**src/rtl/spi_host_pkg.sv**
```systemverilog
package spi_host_pkg;

  localparam int DATA_W  = 32;
  localparam int ADDR_W  = 3;
  localparam int CNT_W   = 6;

  localparam logic [ADDR_W-1:0] A_MODE = 3'd0;
  localparam logic [ADDR_W-1:0] A_EVT  = 3'd1;
  localparam logic [ADDR_W-1:0] A_MASK = 3'd2;
  localparam logic [ADDR_W-1:0] A_TX   = 3'd3;
  localparam logic [ADDR_W-1:0] A_RX   = 3'd4;

  localparam int B_LOOP   = 30;
  localparam int B_MSB    = 26;
  localparam int B_MASTER = 25;
  localparam int B_EN     = 24;
  localparam int B_LEN_LO = 20;
  localparam int B_PRE_LO = 16;
  localparam int B_NE     = 9;
  localparam int B_NF     = 8;

  localparam logic [DATA_W-1:0] MODE_KEEP = 32'h47FF_0000;

  // bits per character from the length field
  function automatic logic [CNT_W-1:0] char_bits(input logic [3:0] f);
    if (f == 4'd0)      return CNT_W'(32);
    else if (f < 4'd3)  return CNT_W'(4);
    else                return CNT_W'(f) + CNT_W'(1);
  endfunction

  // system clocks per serial clock half period
  function automatic logic [CNT_W-1:0] half_cycles(input logic [3:0] p);
    return (CNT_W'(p) + CNT_W'(1)) << 1;
  endfunction

endpackage

```
**src/rtl/spi_host_clkdiv.sv**
```systemverilog
module spi_host_clkdiv
  import spi_host_pkg::*;
(
  input  logic             clk,
  input  logic             rst_n,
  input  logic             run,
  input  logic [CNT_W-1:0] half,
  output logic             tick
);
  logic [CNT_W-1:0] cnt_q;
  logic             at_end;

  assign at_end = (cnt_q == half - CNT_W'(1));
  assign tick   = run && at_end;

  always_ff @(posedge clk or negedge rst_n) begin
    if (!rst_n)              cnt_q <= '0;
    else if (!run || at_end) cnt_q <= '0;
    else                     cnt_q <= cnt_q + CNT_W'(1);
  end

  assert_cnt_range_R4: assert property (@(posedge clk) disable iff (!rst_n)
    run |-> (cnt_q < half));

endmodule

```
**src/rtl/spi_host_shifter.sv**
```systemverilog
module spi_host_shifter
  import spi_host_pkg::*;
(
  input  logic              clk,
  input  logic              rst_n,
  input  logic              load,
  input  logic              abort,
  input  logic [DATA_W-1:0] tx_word,
  input  logic [CNT_W-1:0]  nbits,
  input  logic              msb_first,
  input  logic              loop_en,
  input  logic              miso,
  input  logic              tick,
  output logic              busy,
  output logic              sclk,
  output logic              mosi,
  output logic              char_done,
  output logic [DATA_W-1:0] rx_word
);
  logic              busy_q, sclk_q, msb_q, loop_q;
  logic [DATA_W-1:0] tx_q, rx_acc;
  logic [CNT_W-1:0]  bitcnt, len_q, rev_idx;
  logic [4:0]        idx;
  logic              rx_bit, last_bit;

  assign rev_idx  = len_q - CNT_W'(1) - bitcnt;
  assign idx      = msb_q ? rev_idx[4:0] : bitcnt[4:0];
  assign last_bit = (bitcnt == len_q - CNT_W'(1));
  assign mosi     = busy_q && tx_q[idx];
  assign rx_bit   = loop_q ? mosi : miso;
  assign rx_word  = rx_acc | ({{(DATA_W-1){1'b0}}, rx_bit} << idx);
  assign char_done = busy_q && tick && !sclk_q && last_bit && !abort;
  assign busy     = busy_q;
  assign sclk     = sclk_q;

  always_ff @(posedge clk or negedge rst_n) begin
    if (!rst_n) begin
      busy_q <= 1'b0; sclk_q <= 1'b0; msb_q <= 1'b0; loop_q <= 1'b0;
      tx_q <= '0; rx_acc <= '0; bitcnt <= '0; len_q <= CNT_W'(4);
    end else if (abort) begin
      busy_q <= 1'b0;
      sclk_q <= 1'b0;
    end else if (load) begin
      busy_q <= 1'b1; sclk_q <= 1'b0; bitcnt <= '0;
      tx_q <= tx_word; len_q <= nbits; msb_q <= msb_first; loop_q <= loop_en;
      rx_acc <= '0;
    end else if (busy_q && tick) begin
      if (!sclk_q) begin
        sclk_q <= 1'b1;
        rx_acc <= rx_word;
      end else begin
        sclk_q <= 1'b0;
        if (last_bit) busy_q <= 1'b0;
        else          bitcnt <= bitcnt + CNT_W'(1);
      end
    end
  end

  assert_idle_low_R4: assert property (@(posedge clk) disable iff (!rst_n)
    !busy_q |-> !sclk_q);
  assert_count_bound_R3: assert property (@(posedge clk) disable iff (!rst_n)
    busy_q |-> (bitcnt < len_q));
  assert_done_on_rise_R7: assert property (@(posedge clk) disable iff (!rst_n)
    char_done |=> sclk_q);

endmodule

```
**src/rtl/spi_host_events.sv**
```systemverilog
module spi_host_events
  import spi_host_pkg::*;
(
  input  logic       clk,
  input  logic       rst_n,
  input  logic       ne_set,
  input  logic       nf_set,
  input  logic [1:0] clr,
  input  logic [1:0] mask,
  output logic [1:0] ev,
  output logic       irq
);
  logic [1:0] ev_q, ev_n;
  logic       irq_q;

  assign ev_n = (ev_q & ~clr) | {ne_set, nf_set};
  assign ev   = ev_q;
  assign irq  = irq_q;

  always_ff @(posedge clk or negedge rst_n) begin
    if (!rst_n) begin
      ev_q  <= '0;
      irq_q <= 1'b0;
    end else begin
      ev_q  <= ev_n;
      irq_q <= |(ev_n & mask);
    end
  end

  assert_ne_sets_R7: assert property (@(posedge clk) disable iff (!rst_n)
    ne_set |=> ev_q[1]);
  assert_irq_masked_R9: assert property (@(posedge clk) disable iff (!rst_n)
    ($past(mask) == 2'b00) |-> !irq_q);

endmodule

```
**src/rtl/spi_host_ctrl.sv**
```systemverilog
module spi_host_ctrl
  import spi_host_pkg::*;
(
  input  logic              clk,
  input  logic              rst_n,
  input  logic              bus_wr,
  input  logic [ADDR_W-1:0] bus_addr,
  input  logic [DATA_W-1:0] bus_wdata,
  output logic [DATA_W-1:0] bus_rdata,
  output logic              sclk,
  output logic              mosi,
  input  logic              miso,
  output logic              irq
);
  logic [DATA_W-1:0] mode_q, hold_q, rx_q, rx_word;
  logic [1:0]        mask_q, ev, clr;
  logic              hold_full, go, tx_wr, load, abort;
  logic              sh_busy, tick, char_done;
  logic [CNT_W-1:0]  half, nbits;

  assign go    = mode_q[B_EN] && mode_q[B_MASTER];
  assign tx_wr = bus_wr && (bus_addr == A_TX) && go && !hold_full;
  assign load  = hold_full && go && !sh_busy;
  assign abort = sh_busy && !go;
  assign half  = half_cycles(mode_q[B_PRE_LO +: 4]);
  assign nbits = char_bits(mode_q[B_LEN_LO +: 4]);
  assign clr   = (bus_wr && bus_addr == A_EVT) ? bus_wdata[B_NE:B_NF] : 2'b00;

  always_ff @(posedge clk or negedge rst_n) begin
    if (!rst_n) begin
      mode_q <= '0; mask_q <= '0; hold_q <= '0; hold_full <= 1'b0; rx_q <= '0;
    end else begin
      if (bus_wr && bus_addr == A_MODE) mode_q <= bus_wdata & MODE_KEEP;
      if (bus_wr && bus_addr == A_MASK) mask_q <= bus_wdata[B_NE:B_NF];
      if (tx_wr) hold_q <= bus_wdata;
      if (!go)        hold_full <= 1'b0;
      else if (tx_wr) hold_full <= 1'b1;
      else if (load)  hold_full <= 1'b0;
      if (char_done) rx_q <= rx_word;
    end
  end

  always_comb begin
    case (bus_addr)
      A_MODE:  bus_rdata = mode_q;
      A_EVT:   bus_rdata = {22'b0, ev, 8'b0};
      A_MASK:  bus_rdata = {22'b0, mask_q, 8'b0};
      A_RX:    bus_rdata = rx_q;
      default: bus_rdata = '0;
    endcase
  end

  spi_host_clkdiv u_div (
    .clk(clk), .rst_n(rst_n), .run(sh_busy), .half(half), .tick(tick)
  );

  spi_host_shifter u_sh (
    .clk(clk), .rst_n(rst_n), .load(load), .abort(abort), .tx_word(hold_q),
    .nbits(nbits), .msb_first(mode_q[B_MSB]), .loop_en(mode_q[B_LOOP]),
    .miso(miso), .tick(tick), .busy(sh_busy), .sclk(sclk), .mosi(mosi),
    .char_done(char_done), .rx_word(rx_word)
  );

  spi_host_events u_ev (
    .clk(clk), .rst_n(rst_n), .ne_set(char_done), .nf_set(load),
    .clr(clr), .mask(mask_q), .ev(ev), .irq(irq)
  );

  assert_stop_when_off_R12: assert property (@(posedge clk) disable iff (!rst_n)
    !go |=> !sh_busy);
  assert_no_load_off_R11: assert property (@(posedge clk) disable iff (!rst_n)
    !go |=> !hold_full);

endmodule

```
**config.mk**
```make
export PLATFORM = sky130hd
export DESIGN_NAME = spi_host_ctrl
export DESIGN_NICKNAME = d
export VERILOG_FILES = /design/src/rtl/spi_host_pkg.sv /design/src/rtl/spi_host_clkdiv.sv /design/src/rtl/spi_host_shifter.sv /design/src/rtl/spi_host_events.sv /design/src/rtl/spi_host_ctrl.sv
export SDC_FILE = /design/constraint.sdc
export NUM_CORES = 1
export LEC_CHECK = 0
export ABC_AREA = 1
export ABC_CLOCK_PERIOD_IN_PS = 2500
export BUFFER_PORTS_ARGS = -buffer_cell sky130_fd_sc_hd__buf_2
export CAP_MARGIN = 0
export CORE_MARGIN = 2
export CORE_UTILIZATION = 54
export DETAILED_ROUTE_END_ITERATION = 8
export GPL_TIMING_DRIVEN = 0
export PLACE_DENSITY_LB_ADDON = 0.12
export SLEW_MARGIN = 5
export SYNTH_ARGS = -nofsm -noshare
export SYNTH_HDL_FRONTEND = slang
export SYNTH_SLANG_ARGS = --single-unit
```
**constraint.sdc**
```tcl
create_clock -name clk -period 2.5 [get_ports clk]
set_input_delay 0.25 -clock clk [delete_from_list [all_inputs] [get_ports clk]]
set_output_delay 0.25 -clock clk [all_outputs]
set_load 0.02 [all_outputs]
```
# [Word-level counts from Yosys, hierarchy flattened]
# Index checks and enable logic that the tools add are counted.
# W data, S select, Z words.
[classes] muxes=28 n_shift=1 n_bitwise=6 order_cmp=2 eq_ne=9 reduce_logical=34 addsub=7
[op_table] op="$pmux W32 S4" count=1
[op_table] op="$mux W32" count=3
[op_table] op="$mux W6" count=6
[op_table] op="$or A32 B32 Y32" count=1
[op_table] op="$shl A1 B5 Y32" count=1
[op_table] op="$logic_and A1 B1 Y1" count=16
[op_table] op="$mux W1" count=14
[op_table] op="$add A6 B1 Y6 const B" count=2
[op_table] op="$eq A6 B6 Y1" count=2
[op_table] op="$sub A6 B1 Y6 const B" count=2
[op_table] op="$add A4 B1 Y5 const B" count=2
[op_table] op="$mux W5" count=2
[op_table] op="$reduce_bool A3 Y1" count=3
[op_table] op="$eq A3 B2 Y1 const B" count=2
[op_table] op="$lt A5 B6 Y1 const B" count=1
[op_table] op="$reduce_and A3 Y1" count=2
[op_table] op="$bmux W1 S5" count=1
[op_table] op="$logic_not A1 Y1" count=5
[op_table] op="$sub A5 B5 Y5" count=1
[op_table] op="$and A2 B2 Y2" count=2
[op_table] op="$logic_not A4 Y1" count=1
[op_table] op="$lt A4 B2 Y1 const B" count=1
[op_table] op="$ne A2 B1 Y1 const B" count=2
[op_table] op="$reduce_and A4 Y1" count=1
[op_table] op="other kinds (12)" count=13
[word_totals] out_inout_bits=35 ff_bits=168 wordCells=103 in_bits=39

# [Longest topological paths before layout]
[logic_depth] ltp_word=12 ltp_mapped=22 depth_no_buf=22

# [Modules after synthesis]
# A second synthesis with hierarchy kept.
[unflattened] hier_cells=1093 area_unflattened_um2=8587.0
[modules_own_cells] module="spi_host_shifter" instances=1 cells_per_inst=586 area_per_inst_um2=4408.0 seq_area_each_um2=2003.2
[modules_own_cells] module="spi_host_ctrl" instances=1 cells_per_inst=423 area_per_inst_um2=3569.7 seq_area_each_um2=1976.9
[modules_own_cells] module="spi_host_clkdiv" instances=1 cells_per_inst=70 area_per_inst_um2=488.0 seq_area_each_um2=150.1
[modules_own_cells] module="spi_host_events" instances=1 cells_per_inst=14 area_per_inst_um2=121.4 seq_area_each_um2=75.1

# [Least setup slack after synthesis]
# OpenSTA, ideal clock, no wires.
[synth_path] path_kind="flip-flop to flip-flop" start="register u_sh.len_q[0]" end="register rx_q[11]" path_stages_with_launch=20 path_buffers=0 t_arrival_ns=2.552 slack_ns=-0.118 setup_time_ns=0.066 period_less_slack_ns=2.618 t_required_ns=2.434 cell_sequence="dfrtp_1 inv_1 ha_1 inv_1 fa_1 nand2_1 nand3_2 nand2_8 inv_2 nand3_1 nand3_1 nand3_1 nand3_2 nand2_4 nand4_4 nor2_4 nand3_2 nand2_1 nand2_1 nand2_1"
[synth_between] elab_chain_len=9 word_cells_on_any_way=12 cone_classes="2 x add/sub; 1 x eq/ne; 1 x shift; 4 x mux; 1 x bitwise; 3 x reduce/logical"
[synth_lines] element="start: declaration" line_no="spi_host_shifter.sv:22" text="logic [CNT_W-1:0] bitcnt, len_q, rev_idx;"
[synth_lines] element="start signal: assignment" line_no="spi_host_shifter.sv:45" text="tx_q <= tx_word; len_q <= nbits; msb_q <= msb_first; loop_q <= loop_en;"
[synth_lines] element="$sub A6 B1 Y6 (*)" line_no="spi_host_shifter.sv:28" text="assign last_bit = (bitcnt == len_q - CNT_W'(1));"
[synth_lines] element="$sub A5 B5 Y5" line_no="spi_host_shifter.sv:26" text="assign rev_idx = len_q - CNT_W'(1) - bitcnt;"
[synth_lines] element="$mux W5" line_no="spi_host_shifter.sv:27" text="assign idx = msb_q ? rev_idx[4:0] : bitcnt[4:0];"
[synth_lines] element="$bmux W1 S5" line_no="spi_host_shifter.sv:29" text="assign mosi = busy_q && tx_q[idx];"
[synth_lines] element="$mux W1 (implied by the code)" line_no="spi_host_shifter.sv:29"
[synth_lines] element="$logic_and A1 B1 Y1" line_no="spi_host_shifter.sv:29"
[synth_lines] element="$mux W1" line_no="spi_host_shifter.sv:30" text="assign rx_bit = loop_q ? mosi : miso;"
[synth_lines] element="$shl A1 B5 Y32" line_no="spi_host_shifter.sv:31" text="assign rx_word = rx_acc | ({{(DATA_W-1){1'b0}}, rx_bit} << idx);"
[synth_lines] element="$or A32 B32 Y32" line_no="spi_host_shifter.sv:31"
[synth_lines] element="end signal: assignment" line_no="spi_host_ctrl.sv:39" text="if (char_done) rx_q <= rx_word;"
[synth_lines] element="end: declaration" line_no="spi_host_ctrl.sv:15" text="logic [DATA_W-1:0] mode_q, hold_q, rx_q, rx_word;"
# Every way passes the cells marked *; elsewhere a longest branch is shown, timed or not. The select of a mux whose other input is x is not followed.
# A chain may end at the register's enable or synchronous reset.

# [Worst setup path after layout]
[layout_path] start="register u_sh.len_q[0]" end="output port mosi"
[layout_between] elab_chain_len=6
[layout_lines] element="$sub A6 B1 Y6"
[layout_lines] element="$sub A5 B5 Y5" line_no="spi_host_shifter.sv:26"
[layout_lines] element="$mux W5" line_no="spi_host_shifter.sv:27"
[layout_lines] element="$bmux W1 S5" line_no="spi_host_shifter.sv:29"
[layout_lines] element="$mux W1 (implied by the code)" line_no="spi_host_shifter.sv:29"
[layout_lines] element="$logic_and A1 B1 Y1" line_no="spi_host_shifter.sv:29"
[layout_lines] element="end: declaration" line_no="spi_host_ctrl.sv:11" text="output logic mosi,"
# No other way between the ends. The select of a mux whose other input is x is not followed.

==> flow_summary.yaml <==
global_route:
  grt_pass1_wl_um: 35100
  grt_pass1_vias: 6846
  grtUsageTotal_pct: 27.1
  grt-ovfl-total: 0
  grt_max_degree: 90
  antenna_found_initial: 0
timing:
  hold_slack_ns: 0.0461
  fin_ws_ns: -0.520
  worstMarginPinSlew_ns: 0.652
  fin_crit_ns: 3.02
  hold_viol_final: 0
  slew_headroom_pct: 56.5
  max_freq_mhz: 331
  slew_viol_final: 0
  finalCritPeriodShare_pct: 121
  setup_viol: 65
  rsz0062_at_grt: "true"
  finClkSkew_ns: 0.0125
clock_network:
  clock_sinks: 168
  cts-buffers-inserted: 17
  clk_pin_slew_worst_paths_ns: 0.07
  cts_max_path_buffers: 2
  cts_tree: "yes"
  clock_latency_ns: 0.43
  cts-htree-levels: 4
  cts-root-buf: "clkbuf_16"
pwr:
  intPower_uw: 4500
  p_sw_share_pct: 28.1
  pwr-share-seq_pct: 47.8
  power_density_nw_per_um2: 601
  clockPowerShare_pct: 40.8
  finalPower_uw: 6260
  power_leakage_uw: 0.00511
  power.switching_uw: 1760
  ir_worst_vdd_v: 0.000473
  combPwrFrac_pct: 11.4
logic_synthesis:
  syn_nets: 1063
  synthCells: 1013
  ys_seq_area_share_pct: 49.2
  synth_area_leaders: "dfrtp_1 (49%), nand2_1 (12%), inv_1 (5.9%)"
  yosys_warnings: 0
  synthDistinctLibCells: 40
  synth_area_leader_cell: "dfrtp_1"
  synth.top_cell.area_share_pct: 48.9
  syn_area_sq_um: 8550
  synth.ff_latch_count: 168
  avgSynthCellArea_sq_um: 8.44
cells_and_area:
  postLayoutCellArea_sq_um: 10400
  fillCellCount: 1316
  final_nets: 1178
  drive_above_1_share_pct: 28.0
  layout_commonest_cell: "nand2_1"
  syn2layout_area_growth_pct: 21.8
  diodes: 0
  final_util_pct: 68.0
  final_cell_mix: "nand2_1 (272), dfrtp_1 (165), inv_1 (129), buf_2 (83), o21ai_0 (79)"
floorplan:
  die_area_sq_um: 16900
  start_util_pct: 55.8
  core_sq_um: 15300
  ios: 74
  die_y_um: 130
  dieWidth_um: 130
  rows: 45
min_path:
  min_path_cells: 2
  hold_path_class: "in -> reg"
drt:
  drt_iter0_drc: 448
  ant_nets: 0
  firstDrtPassIters: 5
  num_vias: 7051
  drc: 0
  wl_um: 21600
  avgRoutedWirePerCell_um: 16.0
  vias_per_cell: 5.22
run_status:
  violations: "setup timing"
  status: "finished, violations left"
critical_path:
  cp.arrival_ns: 2.77
  reg2reg_depth: 19
  endpoint_kind: "primary output"
  path_class: "reg -> out"
  crit_fanout: 4
  crit_required_ns: 2.25
  worst_setup_path_start_kind: "flop"
place:
  placed_area_sq_um: 9270
  globalplace.congestion: 0.863
  place_ws_ns: -0.607
  io_buffers: 73
  hpwlAfterDp_um: 14800
run:
  max_cap_viol_count: 0
[sequential cells by signal (all words and copies together) (netlist names), 6 cells and up]
name / count
hold_q: 32
rx_q: 32
u_sh.rx_acc: 32
u_sh.tx_q: 32
mode_q: 12
u_div.cnt_q: 6
u_sh.bitcnt: 6
u_sh.len_q: 6
[final timing paths]
check	from	end	slack [ns]
max	u_sh.len_q[0]	mosi	-0.52
min	bus_wdata[28]	hold_q[28]	0.05
max reg2reg	u_sh.len_q[0]	rx_q[19]	-0.48
min reg2reg	u_sh.tx_q[30]	u_sh.tx_q[30]	0.48
max in group asynchronous	rst_n	u_sh.bitcnt[0]	1.25
min in group asynchronous	rst_n	u_sh.tx_q[12]	0.39
[Yosys cell counts]
cell type,n
a21oi_1,69
a21oi_2,1
a22o_1,4
buf_2,13
buf_4,1
buf_6,2
clkbuf_1,20
clkbuf_4,2
clkinv_1,1
dfrtp_1,167
dfstp_2,1
fa_1,1
ha_1,10
inv_1,134
inv_2,7
inv_6,1
mux2_2,18
nand2_1,282
nand2_2,5
nand2_4,5
nand2_8,2
nand3_1,62
nand3_2,35
nand3b_1,2
nand4_1,3
nand4_4,4
nor2_1,40
nor2_2,2
nor2_4,8
nor3_1,4
nor3b_1,2
nor4_1,1
nor4_4,1
o21ai_0,79
o21ai_2,1
o22ai_1,3
o31ai_2,1
or2_2,2
xnor2_1,7
xor2_1,10
[worst max-delay path, stage by stage (launching register included)]
cell and delay (ns):
dfrtp_1 0.37, inv_2 0.06, ha_4 0.26, inv_2 0.04, fa_1 0.50, nand2_2 0.07
o21ai_4 0.13, clkinvlp_4 0.25, nand3_2 0.11, nand3_2 0.06, nand3_2 0.07, nand3_2 0.11
nand3_4 0.13, inv_2 0.05, buf_6 0.12
[cells by family after synthesis]
logic type | after synthesis | synth area share [%]
and+or+nand+nor | 460 | 26.8
buffers and inverters | 181 | 8.51
DFF | 168 | 49.2
AOI/OAI and AO/OA | 158 | 9.65
muxes | 18 | 2.37
xor gates and xnor gates | 17 | 1.74
adders and majority gates | 11 | 1.70
[power groups by stage]
stage | Sequential (uW) | Combinational (uW) | Clock, uW
5_1_grt | 3010 | 801 | 2710
6_report | 2990 | 714 | 2550
3_3_place_gp | 3030 | 614 | 0
3_5_place_dp | 3040 | 634 | 0
2_1_floorplan | 3000 | 416 | 0
4_1_cts | 2990 | 663 | 2580
[cell type report]
cell class	count	area, sq um	share of cell area, %
Buffer	38	196	1.89
Clock buffer	18	439	4.22
Clock inverter	14	135	1.30
Inverter	143	552	5.30
Multi-Input combinational cell	664	4010	38.5
Sequential cell	168	4210	40.4
Tap cell	211	264	2.54
Timing Repair Buffer	95	598	5.74
Timing Repair inverter	1	7.51	0.0721
[per-layer routing]
layer	part of all wire, %	global-route usage, %	wire length (um)	vias up
met5	0	0	0	-
li1	-	-	-	3468
met1	49	40.2	10600	3372
met3	5.0	6.52	1090	25
met4	1.3	6.64	275	0
met2	45	40.6	9650	186
[through the flow]
step | setup TNS [ns] | std cells
global placement | -278.37 | 1297
floorplan | -3.03 | 1013
finish | -25.83 | 1352
CTS | -22.87 | 1346
detailed placement | -33.39 | 1298
global route | -34.23 | 1352
[timing repair]
| action | CTS | global route |
|---|---|---|
| pin swaps | 29 | 26 |
| endpoints found under the setup margin | 66 | 77 |
| cloned | 2 | 0 |
| gates resized for setup | 55 | 34 |
| endpoints found under the hold margin | 78 | 0 |
| hold buffers | 1 | 0 |
| setup buffers | 13 | 6 |
(Power assumes the default switching activity.)
